`src/rtl/pwm_pkg.sv`:
```
package pwm_pkg;

    // Number of clock cycles in one output period.
    function automatic int unsigned period_cycles(input longint unsigned clk_hz,
                                                  input longint unsigned out_hz);
        return int'(clk_hz / out_hz);
    endfunction

    // High time in cycles for a given duty word.
    // A duty word of all ones maps to a full period.
    function automatic int unsigned high_cycles(input longint unsigned duty_val,
                                                input int unsigned     period,
                                                input int unsigned     bits);
        longint unsigned full;
        full = (64'd1 << bits) - 64'd1;
        if (duty_val == full) begin
            return period;
        end
        return int'((duty_val * longint'(period)) >> bits);
    endfunction

    // State of the period counter, handed to the downstream logic.
    typedef struct packed {
        logic start;   // counter is at 0 in this cycle
        logic run;     // enabled in this cycle
    } pwm_phase_t;

endpackage

```
`src/rtl/pwm_period_ctr.sv`:
```
module pwm_period_ctr
    import pwm_pkg::*;
#(
    parameter int unsigned PERIOD = 10,
    localparam int unsigned CNT_W = (PERIOD > 1) ? $clog2(PERIOD) : 1
) (
    input  logic             clk,
    input  logic             rst,
    input  logic             en_n,
    output logic [CNT_W-1:0] cnt,
    output pwm_phase_t       phase
);
    localparam logic [CNT_W-1:0] LAST = CNT_W'(PERIOD - 1);

    always_ff @(posedge clk) begin
        if (rst || en_n) begin
            cnt <= '0;
        end else if (cnt == LAST) begin
            cnt <= '0;
        end else begin
            cnt <= cnt + 1'b1;
        end
    end

    always_comb begin
        phase.start = (cnt == '0);
        phase.run   = ~en_n;
    end
endmodule

```
`src/rtl/pwm_duty_latch.sv`:
```
module pwm_duty_latch
    import pwm_pkg::*;
#(
    parameter int unsigned DUTY_BITS = 8,
    parameter int unsigned PERIOD    = 10,
    localparam int unsigned THR_W    = $clog2(PERIOD + 1)
) (
    input  logic                 clk,
    input  logic                 rst,
    input  pwm_phase_t           phase,
    input  logic [DUTY_BITS-1:0] duty,
    output logic [THR_W-1:0]     thr_q,
    output logic [THR_W-1:0]     thr_now
);
    logic [THR_W-1:0] thr_new;

    always_comb begin
        thr_new = THR_W'(high_cycles(longint'(duty), PERIOD, DUTY_BITS));
        thr_now = phase.start ? thr_new : thr_q;
    end

    always_ff @(posedge clk) begin
        if (rst) begin
            thr_q <= '0;
        end else begin
            thr_q <= thr_now;
        end
    end
endmodule

```
`src/rtl/pwm_out_stage.sv`:
```
module pwm_out_stage
    import pwm_pkg::*;
#(
    parameter int unsigned CNT_W = 4,
    parameter int unsigned THR_W = 4
) (
    input  logic             clk,
    input  logic             rst,
    input  pwm_phase_t       phase,
    input  logic [CNT_W-1:0] cnt,
    input  logic [THR_W-1:0] thr_now,
    output logic             pwm
);
    localparam int unsigned CMP_W = (CNT_W > THR_W) ? CNT_W : THR_W;

    logic below;

    always_comb begin
        below = CMP_W'(cnt) < CMP_W'(thr_now);
    end

    always_ff @(posedge clk) begin
        if (rst) begin
            pwm <= 1'b0;
        end else begin
            pwm <= phase.run & below;
        end
    end
endmodule

```
`src/rtl/pwm_gen.sv`:
```
module pwm_gen
    import pwm_pkg::*;
#(
    parameter int unsigned    DUTY_BITS = 8,
    parameter longint unsigned CLK_HZ   = 50_000_000,
    parameter longint unsigned OUT_HZ   = 1_000
) (
    input  logic                 clk,
    input  logic                 rst,
    input  logic                 en_n,
    input  logic [DUTY_BITS-1:0] duty,
    output logic                 pwm
);
    localparam int unsigned PERIOD = period_cycles(CLK_HZ, OUT_HZ);
    localparam int unsigned CNT_W  = (PERIOD > 1) ? $clog2(PERIOD) : 1;
    localparam int unsigned THR_W  = $clog2(PERIOD + 1);

    logic [CNT_W-1:0] cnt;
    logic [THR_W-1:0] thr_q;
    logic [THR_W-1:0] thr_now;
    pwm_phase_t       phase;

    pwm_period_ctr #(.PERIOD(PERIOD)) ctr_i (
        .clk   (clk),
        .rst   (rst),
        .en_n  (en_n),
        .cnt   (cnt),
        .phase (phase)
    );

    pwm_duty_latch #(.DUTY_BITS(DUTY_BITS), .PERIOD(PERIOD)) latch_i (
        .clk     (clk),
        .rst     (rst),
        .phase   (phase),
        .duty    (duty),
        .thr_q   (thr_q),
        .thr_now (thr_now)
    );

    pwm_out_stage #(.CNT_W(CNT_W), .THR_W(THR_W)) out_i (
        .clk     (clk),
        .rst     (rst),
        .phase   (phase),
        .cnt     (cnt),
        .thr_now (thr_now),
        .pwm     (pwm)
    );
endmodule

```
`config.mk`:
```
export PLATFORM = sky130hd
export DESIGN_NAME = pwm_gen
export DESIGN_NICKNAME = d
export VERILOG_FILES = /design/src/rtl/pwm_pkg.sv /design/src/rtl/pwm_period_ctr.sv /design/src/rtl/pwm_duty_latch.sv /design/src/rtl/pwm_out_stage.sv /design/src/rtl/pwm_gen.sv
export SDC_FILE = /design/constraint.sdc
export NUM_CORES = 1
export LEC_CHECK = 0
export BUFFER_PORTS_ARGS = -buffer_cell sky130_fd_sc_hd__buf_2
export CAP_MARGIN = 20
export CELL_PAD_IN_SITES_DETAIL_PLACEMENT = 1
export CELL_PAD_IN_SITES_GLOBAL_PLACEMENT = 1
export CORE_MARGIN = 2
export CORE_UTILIZATION = 44
export CTS_CLUSTER_DIAMETER = 40
export DETAILED_ROUTE_END_ITERATION = 10
export PLACE_DENSITY = 0.82
export SLEW_MARGIN = 40
export SYNTH_ARGS = -nofsm -noshare
export SYNTH_HDL_FRONTEND = slang
export SYNTH_HIERARCHICAL = 1
export SYNTH_SLANG_ARGS = --single-unit
```
`constraint.sdc`:
```
create_clock -name clk -period 3.95 [get_ports clk]
set_input_delay 0.5925 -clock clk [delete_from_list [all_inputs] [get_ports clk]]
set_output_delay 0.5925 -clock clk [all_outputs]
set_load 0.02 [all_outputs]
```
======== Word-level counts from Yosys, hierarchy flattened ========
Index checks and enable logic that the tools add are counted.
operators by class
  bitwise operators ....................... 2
  multipliers ............................. 1
  add/subtract/negate cells ............... 1
  muxes and demuxes ....................... 4
  reduce and logical (&&, ||, !) cells .... 3
  $lt $le $gt $ge ......................... 1
  equal/unequal tests ..................... 2
operators with widths
  kind                                                                  number
  16-bit two-way mux                                                    3
  8-bit by 12-bit multiplier with 20-bit output, second input constant  1
  16-bit by 1-bit adder with 16-bit output, second input constant       1
  16-bit == test, second input constant                                 1
  16-bit zero test                                                      1
  16-bit < comparator                                                   1
  8-bit == test, second input constant                                  1
  2-bit OR reduction                                                    1
  1-bit bitwise AND                                                     1
  1-bit logical OR                                                      1
  1-bit two-way mux                                                     1
  1-bit NOT                                                             1
storage, ports and cells
  bits in registers ....................... 33
  word-level logic and storage cells ...... 17
  output and inout port bits .............. 1
  bits of input ports ..................... 11

======== Depth between registers and ports, before layout ========
Gate-level depths: netlist of run 1.
  word-level depth ........................ 6
  gate-level depth with buffers ........... 19
  mapped depth without buffers ............ 19

======== Hierarchy ========
The synthesis of run 1 kept the hierarchy.
modules (own cells, without submodules)
  module          times used  sequential area each (µm²)  cells each  area each (µm²)
  pwm_duty_latch  1           320.3                       238         2133.3
  pwm_period_ctr  1           320.3                       87          752.0
  pwm_out_stage   1           20.0                        54          406.6

======== Least setup slack after synthesis of run 1 ========
OpenSTA, ideal clock, no wires.
  path type ............................... input -> register
  from .................................... in duty[3]
  to ...................................... reg out_i.pwm
  setup slack ............................. -309 ps
  required time ........................... 3880 ps
  buffers on the path ..................... 0
  cell stages on the path ................. 16
  setup time .............................. 70 ps
  arrival ................................. 4189 ps
  cells stage by stage .................... ha_1 fa_1 fa_1 ha_1 ha_1 a21oi_2 nand2_1 o21bai_2 nand2_1 o311ai_1 inv_1 ha_1 a21oi_1 o21a_1 o211ai_1 a21oi_1
on the way
  word-level cells in the longest chain between the ends .. 6
  elaborated cells on any way between the ends .. 8
  classes of those cells .................. mul (1); order compare (1); eq/ne (1); mux (4); bitwise (1)
ends and longest elaborated chain
  what                                                                                                   RTL line              source
  start, declared                                                                                        pwm_gen.sv:11         input logic [DUTY_BITS-1:0] duty,
  parallel branches: the longest is 2 deep, another holds 8-bit by 12-bit multiplier with 20-bit output  --
  16-bit two-way mux *                                                                                   pwm_pkg.sv:19         return int'((duty_val * longint'(period)) >> bits);
  16-bit two-way mux *                                                                                   pwm_duty_latch.sv:19  thr_now = phase.start ? thr_new : thr_q;
  net thr_now[11]                                                                                        pwm_gen.sv:20         logic [THR_W-1:0] thr_now;
  16-bit < comparator *                                                                                  pwm_out_stage.sv:19   below = CMP_W'(cnt) < CMP_W'(thr_now);
  1-bit bitwise AND *                                                                                    pwm_out_stage.sv:26   pwm <= phase.run & below;
  end signal, assigned                                                                                   pwm_out_stage.sv:26
  end, declared                                                                                          pwm_out_stage.sv:12   output logic pwm
Mark *: on every way through the listed nets, which the timed path passes.
A chain may end at the register's enable or synchronous reset.

======== Final worst setup path of run 1 ========
  from .................................... in duty[4]
  to ...................................... reg out_i.pwm
The elaborated chain is that of the path after synthesis.

==> summary.md, run 1 <==
| Metric | Value |
|---|---|
| Status | `complete, but fails checks` |
| Failing checks | `negative setup slack` |
| Post-Synth XOR/XNOR Area | `roughly 6.1%` |
| Design Power | `a little over 2 mW` |
| First drt pass iteration count | `4` |
| Global-route wire length before repair | `16.2 mm` |
| Seq cells post-synth | `33` |
| Post-synthesis sequential area ratio | `roughly 20%` |
| Critical Path End Type | `flip-flop` |
| Ports | `12` |
| Final Max Slew Viols | `0` |
| Nets | `525` |
| Routed WL per cell | `~19 um` |
| Startpoint types | `primary input` |
| Post-synthesis mux area share | `less than 1%` |
| Die Width | `slightly above 90 um` |
| Initial DRC count | `just over 100` |
| Ys flop type | `dfxtp_1` |
| H-tree levels | `2` |
| CTS tree | `built` |
| Number of synthesized flops with an enable pin | `0` |
| Post-synthesis cell count | `around 380` |
| Post-synthesis simple-gate area fraction | `roughly 20%` |
| GRT overflow | `0` |
| Worst Clk Skew | `~0.0036 ns` |
| Clk_lat worst skew | `~0.28 ns` |
| VDD IR-drop max | `approximately 0.00022 V` |
| Final non-filler cell area | `0.00427 mm^2` |
| DP HPWL | `roughly 7.6 mm` |
| Setup-failing EPs final | `1` |
| CP Launch Point | `duty[4]` |
| F_max | `0.235 GHz` |
| # port buffers | `11` |
| Hold Crit Start | `latch_i/thr_q[3]` |
| Final Worst Setup Slack | `-0.298 ns` |
| Maxcap violations | `0` |
| P&R area growth vs syn | `29.6%` |
| Final min period | `between 4 and 5 ns` |
| Vias in the first global route | `3325` |
| Period utilization | `108%` |
| Drt total wl | `9.88 mm` |
| Pwr/cell area | `483 mW/mm^2` |
| Largest family of logic cells by synthesized area | `adder cells` |
| RD Place Congestion | `around 0.8` |
| Diode count | `0` |
| Syn Area/Cell | `8.69 um^2` |
| Core Area | `0.00725 mm^2` |
| CTS Sinks | `33` |
| Row count | `31` |
| Post-synthesis compound-gate area fraction | `~15%` |
| Starting density of the core | `a little under half` |
| Post-Synth Adder-Cell Area | `approximately 33%` |
| Worst-path clk slew | `about 0.06 ns` |
| R2R Path Start | `ctr_i/cnt[7]` |
| Yosys top cell area share | `approximately a quarter` |
| Synth area leaders | `ha_1 (26%), dfxtp_1 (20%), fa_1 (7.3%), xnor2_1 (4.3%), inv_1 (3.9%)` |
| Clock buffer depth | `2` |
| Via/cell ratio | `around 5.6` |
| Hold_buf cts | `0` |
| Type of the worst setup path | `in2reg` |
| Slew at the pin closest to its max-slew limit | `between 0.4 and 0.5 ns` |
| DRC viols | `0` |
| Initial antenna violation count | `0` |
| DP Area | `slightly below 0.004 mm^2` |
| Die height | `about 90 um` |
| Synth unique cells | `60` |
| Leakage power | `1.88 nW` |
| RSZ-0062 raised after global routing | `true` |
| ANT nets after route | `0` |
| Cell Area, Synth | `roughly 0.0033 mm^2` |
| Worst slew margin | `69.1%` |
| Die Area | `~0.0082 mm^2` |
| Critical Path RT | `4.12 ns` |
| Post-synth net total | `470` |
| CP Data Arrival Time | `roughly 4.4 ns` |
| Largest area contributor in the netlist | `ha_1` |
| Hold Crit Class | `reg2reg` |
| Final Hold Vio Count | `0` |
| Ys async rst share | `0%` |
| Vias | `3015` |
| Critical path fanouts, max | `5` |
| Clock buffer count from CTS | `5` |
| Share of cells above drive strength 1 | `a little over a quarter` |
| Root Driver | `clkbuf_8` |
| Largest net degree at the start of global routing | `19` |
| Total GRT Usage | `24.5%` |
| Syn. warnings | `6` |
==> flip-flops by register name, summed over array words and instances, names as in the netlist <==
register	cells
out_i/pwm	1
ctr_i/cnt	16
latch_i/thr_q	16
==> power by group <==
part | internal (mW) | switching (mW) | leakage, nW | total (mW)
clock network | 0.125 | 0.116 | 0.0395 | 0.241
registers | 0.388 | 0.0172 | 0.270 | 0.405
logic | 0.673 | 0.741 | 1.57 | 1.41
==> path summary, 6_finish.rpt <==
kind                       to  slack [ns]  depth (start not counted)
max                 out_i/pwm       -0.30                         17
min          latch_i/thr_q[3]        0.49                          2
max reg2reg         out_i/pwm        0.46                         12
min reg2reg  latch_i/thr_q[3]        0.49                          2
==> layout make-up <==
class                           count  area (um^2)
Fill cell                         860         2990
Multi-Input combinational cell    305         2870
Sequential cell                    33          661
Timing Repair Buffer               54          403
Inverter                           35          131
Tap cell                           99          124
Clock buffer                        8         80.1
==> layout by cell type, fill, tap and decap left out, drive strengths merged, types with 9 or more instances in the layout <==
master and count:
o21ai 11, buf 54, nand2 28, nand4 9, a21oi 28, inv 34
nor2b 11, nand3 14, dfxtp 33, fa 12, nor4 9, ha 68
nor2 29, xnor2 16
==> metal layers <==
metal	share of wire (%)	vias to the layer above	global-route usage [%]
met4	2.5	0	8.46
met1	40	1496	26.5
met3	1.3	17	2.25
met2	56	40	48.9
met5	0	-	0
li1	-	1462	-
==> worst max-delay path, stage by stage <==
cell and delay [ns]:
buf_8 0.11, ha_4 0.24, fa_1 0.54, fa_2 0.60, ha_4 0.21, ha_4 0.28
a21oi_4 0.20, o221ai_4 0.16, o21ai_4 0.26, xnor2_1 0.17, a22o_1 0.20, inv_1 0.08
ha_4 0.28, nand2_2 0.05, o21a_1 0.21, a21oi_2 0.14, a21oi_1 0.08
==> metrics by stage <==
| stage | worst slack, ns | setup TNS (ns) | utilization [%] | instances | hold WS, ns |
|---|---|---|---|---|---|
| 3_3_place_gp | -0.547 | -0.547 | 53.3 | 523 | 0.456 |
| 2_1_floorplan | -0.114 | -0.114 | - | 379 | 0.448 |
| 5_1_grt | -0.416 | -0.416 | 58.8 | 534 | 0.524 |
| 4_1_cts | -0.245 | -0.245 | 56.8 | 534 | 0.499 |
| 3_5_place_dp | -0.692 | -0.696 | 53.3 | 523 | 0.489 |
| 6_report | -0.298 | -0.298 | 58.8 | 534 | 0.490 |
==> cell families (layout without fill, tap and decap cells) <==
logic type,after synthesis,count (layout)
AOI/OAI and AO/OA,71,71
xor gates and xnor gates,23,23
adders and majority gates,80,80
buffers and inverters,41,97
DFF,33,33
muxes,1,1
and+or+nand+nor,130,130
==> synthesized netlist by cell type (all sizes together) (3+ instances only) <==
cell and number:
a21oi 28, a22o 4, a31oi 3, and2 3
and3 5, buf 4, dfxtp 33, fa 12
ha 68, inv 34, nand2 28, nand3 14
nand4 9, nor2 29, nor2b 11, nor3 8
nor3b 3, nor4 9, o21a 4, o21ai 11
o21bai 3, or4 3, xnor2 16, xor2 7
==> timing repair <==
item | CTS | global route
buffers inserted | 3 | 0
pin swaps | 22 | 16
endpoints found under the setup margin | 1 | 1
resized for setup | 31 | 24
Power figures use the tool's default switching activity.
==> run 2: changes to the inputs <==
PLACE_DENSITY = unset   (was 0.82)
PLACE_DENSITY_LB_ADDON = 0.05   (was unset)
==> run 2 against run 1 <==
Net effect: the flow still finishes with violations (negative setup slack); sequential cell count stayed put; global-route usage is 0.81 points higher; wire length is 3.2% higher; setup slack worse by 0.0056 ns; sequential power hardly changed; largest cell class unchanged; critical endpoint unchanged; critical path depth is 3 higher; cell area is 2.6% higher.
==> summary.md, run 2 (synthesis results as in run 1) <==
| Metric | Value |
|---|---|
| Hold Crit Class | `reg2reg` |
| Period utilization | `108%` |
| Failing checks | `negative setup slack` |
| Ports | `12` |
| Clock buffer depth | `2` |
| Final setup TNS | `-0.304 ns` |
| Area of the multi-input gates | `roughly 0.0029 mm^2` |
| CTS Sinks | `33` |
| Final min period | `roughly 4.3 ns` |
| Startpoint types | `primary input` |
| RR Endpoint | `out_i/pwm` |
| Global-route wire length before repair | `between 15 and 20 mm` |
| Commonest non-fill, non-tap cell in the layout | `ha_1` |
| Hold_buf cts | `0` |
| Die Area | `just over 0.008 mm^2` |
| Vias | `between 3000 and 4000` |
| Diode count | `0` |
| ANT nets after route | `0` |
| Post-placement worst setup slack | `-0.663 ns` |
| Row count | `31` |
| Nets | `534` |
| Most frequent cells in the layout | `ha_1 (51), buf_4 (50), dfxtp_1 (33), inv_1 (31), nor2_1 (27)` |
| Reg2Reg Depth | `12` |
| H-tree levels | `2` |
| Pwr/cell area | `roughly 490 mW/mm^2` |
| Maxcap violations | `0` |
| Routed WL per cell | `between 15 and 20 um` |
| Die Width | `90.5 um` |
| DRC viols | `0` |
| Critical Path RT | `approximately 4.2 ns` |
| Final Worst Setup Slack | `-0.304 ns` |
| GRT overflow | `0` |
| Cell mode on critical path | `ha_4` |
| Setup-failing EPs final | `1` |
| Worst Hold Depth | `2` |
| Initial antenna violation count | `0` |
| Critical Path End Type | `flip-flop` |
| Max stage delay on crit path | `0.52 ns` |
| P&R area growth vs syn | `33.0%` |
| Worst Clk Skew | `roughly 0.0071 ns` |
| Leakage power | `1.94 nW` |
| First drt pass iteration count | `4` |
| RD Place Congestion | `0.796` |
| Regs by FF count | `ctr_i/cnt (16), latch_i/thr_q (16), out_i/pwm (1)` |
| Critical path fanouts, max | `4` |
| VDD IR-drop max | `0.000258 V` |
| Worst-path clk slew | `0.07 ns` |
| Reg-to-reg slack, setup | `0.36 ns` |
| Hold Crit Start | `latch_i/thr_q[3]` |
| Fillers | `between 800 and 900` |
| DP HPWL | `~7.3 mm` |
| CP delay by family, top | `adder cells` |
| Initial DRC count | `73` |
| Starting density of the core | `45.4%` |
| Vias in the first global route | `about 3400` |
| Clk_lat worst skew | `about 0.28 ns` |
| Final Max Slew Viols | `0` |
| Drt total wl | `approximately 10 mm` |
| Worst path depth | `20` |
| Hold Path Sink | `latch_i/thr_q[3]` |
| R2R Path Start | `ctr_i/cnt[7]` |
| Slew at the pin closest to its max-slew limit | `between 0.5 and 0.6 ns` |
| Clock buffer count from CTS | `5` |
| Final Hold Vio Count | `0` |
| F_max | `approximately 0.24 GHz` |
| Hold WS | `~0.47 ns` |
| Status | `complete, but fails checks` |
| CTS tree | `built` |
| Core Area | `just over 0.007 mm^2` |
| CP Data Arrival Time | `about 4.5 ns` |
| Total GRT Usage | `25.3%` |
| Share of cells above drive strength 1 | `between 20% and 30%` |
| Via/cell ratio | `about 5.6` |
| RSZ-0062 raised after global routing | `true` |
| CP Cell Sequence | `buf_2 > inv_1 > ha_1 > inv_1 > ha_4 > fa_1 > fa_2 > ha_4 > buf_4 > nand4_1 > nand2_1 > nor3_1 > a221oi_2 > o311ai_4 > inv_2 > ha_4 > a21oi_2 > o21a_1 > o211ai_1 > a21oi_1` |
| Type of the worst setup path | `in2reg` |
| Die height | `around 90 um` |
| Largest net degree at the start of global routing | `19` |
| Register area | `roughly 660 um^2` |
| Critical-path top delay cell | `fa_1` |
| Worst slew margin | `around two thirds` |
| Crit path buf inv count | `5` |
| Root Driver | `clkbuf_8` |
| Design Power | `approximately 2.2 mW` |
| # port buffers | `11` |
==> run 2: cell count changes in the layout (fill, tap and decap cells not counted), sizes merged <==
cell | before | now
buf | 54 | 63
==> run 2: power by group <==
part	internal [mW]	leakage, nW	switching, mW
combinational	0.738	1.63	0.775
clock	0.125	0.0395	0.115
sequential	0.388	0.270	0.0178
total	1.25	1.94	0.908
==> run 2: tightest hold or removal path, cell delays in order (launching register included) <==
cell	delay, ns
dfxtp_1	0.30
nand2_1	0.07
a21oi_1	0.06
==> run 2: layout make-up <==
| cell class | instances | share of cell area [%] |
|---|---|---|
| sequential | 33 | 15.1 |
| clock buffer | 8 | 1.83 |
| timing repair buffer | 63 | 11.1 |
| multi-input combinational | 305 | 66.2 |
| tap | 99 | 2.83 |
| inverter | 35 | 3.00 |
==> run 2: worst max-delay path by stage <==
stage | start | endpoint | slack [ns]
after floorplan | duty[4] | out_i/pwm | -0.11
after global placement | duty[4] | out_i/pwm | -0.51
after detailed placement | duty[6] | out_i/pwm | -0.66
after CTS | duty[2] | out_i/pwm | -0.20
after global routing | duty[6] | out_i/pwm | -0.50
final | duty[6] | out_i/pwm | -0.30
==> run 2: layer usage <==
metal	share of wire, %	up-vias	track usage (%)
met5	0	-	0
met4	3.4	0	10.6
met3	1.9	26	3.01
met2	55	49	48.2
met1	40	1492	28.2
li1	-	1483	-
==> run 2: what timing repair did <==
| item | in CTS | in global routing |
|---|---|---|
| pin swaps | 28 | 24 |
| endpoints found under the setup margin | 1 | 1 |
| gates resized for setup | 30 | 24 |
| endpoints found under the hold margin | 0 | 0 |
| buffers inserted | 4 | 1 |
==> run 2: through the flow <==
stage	cells	cell area, um^2	utilization, %
after floorplan	379	3420	-
after global placement	530	3930	54.2
after detailed placement	530	3930	54.2
after CTS	542	4250	58.6
after global routing	543	4380	60.4
final	543	4380	60.4
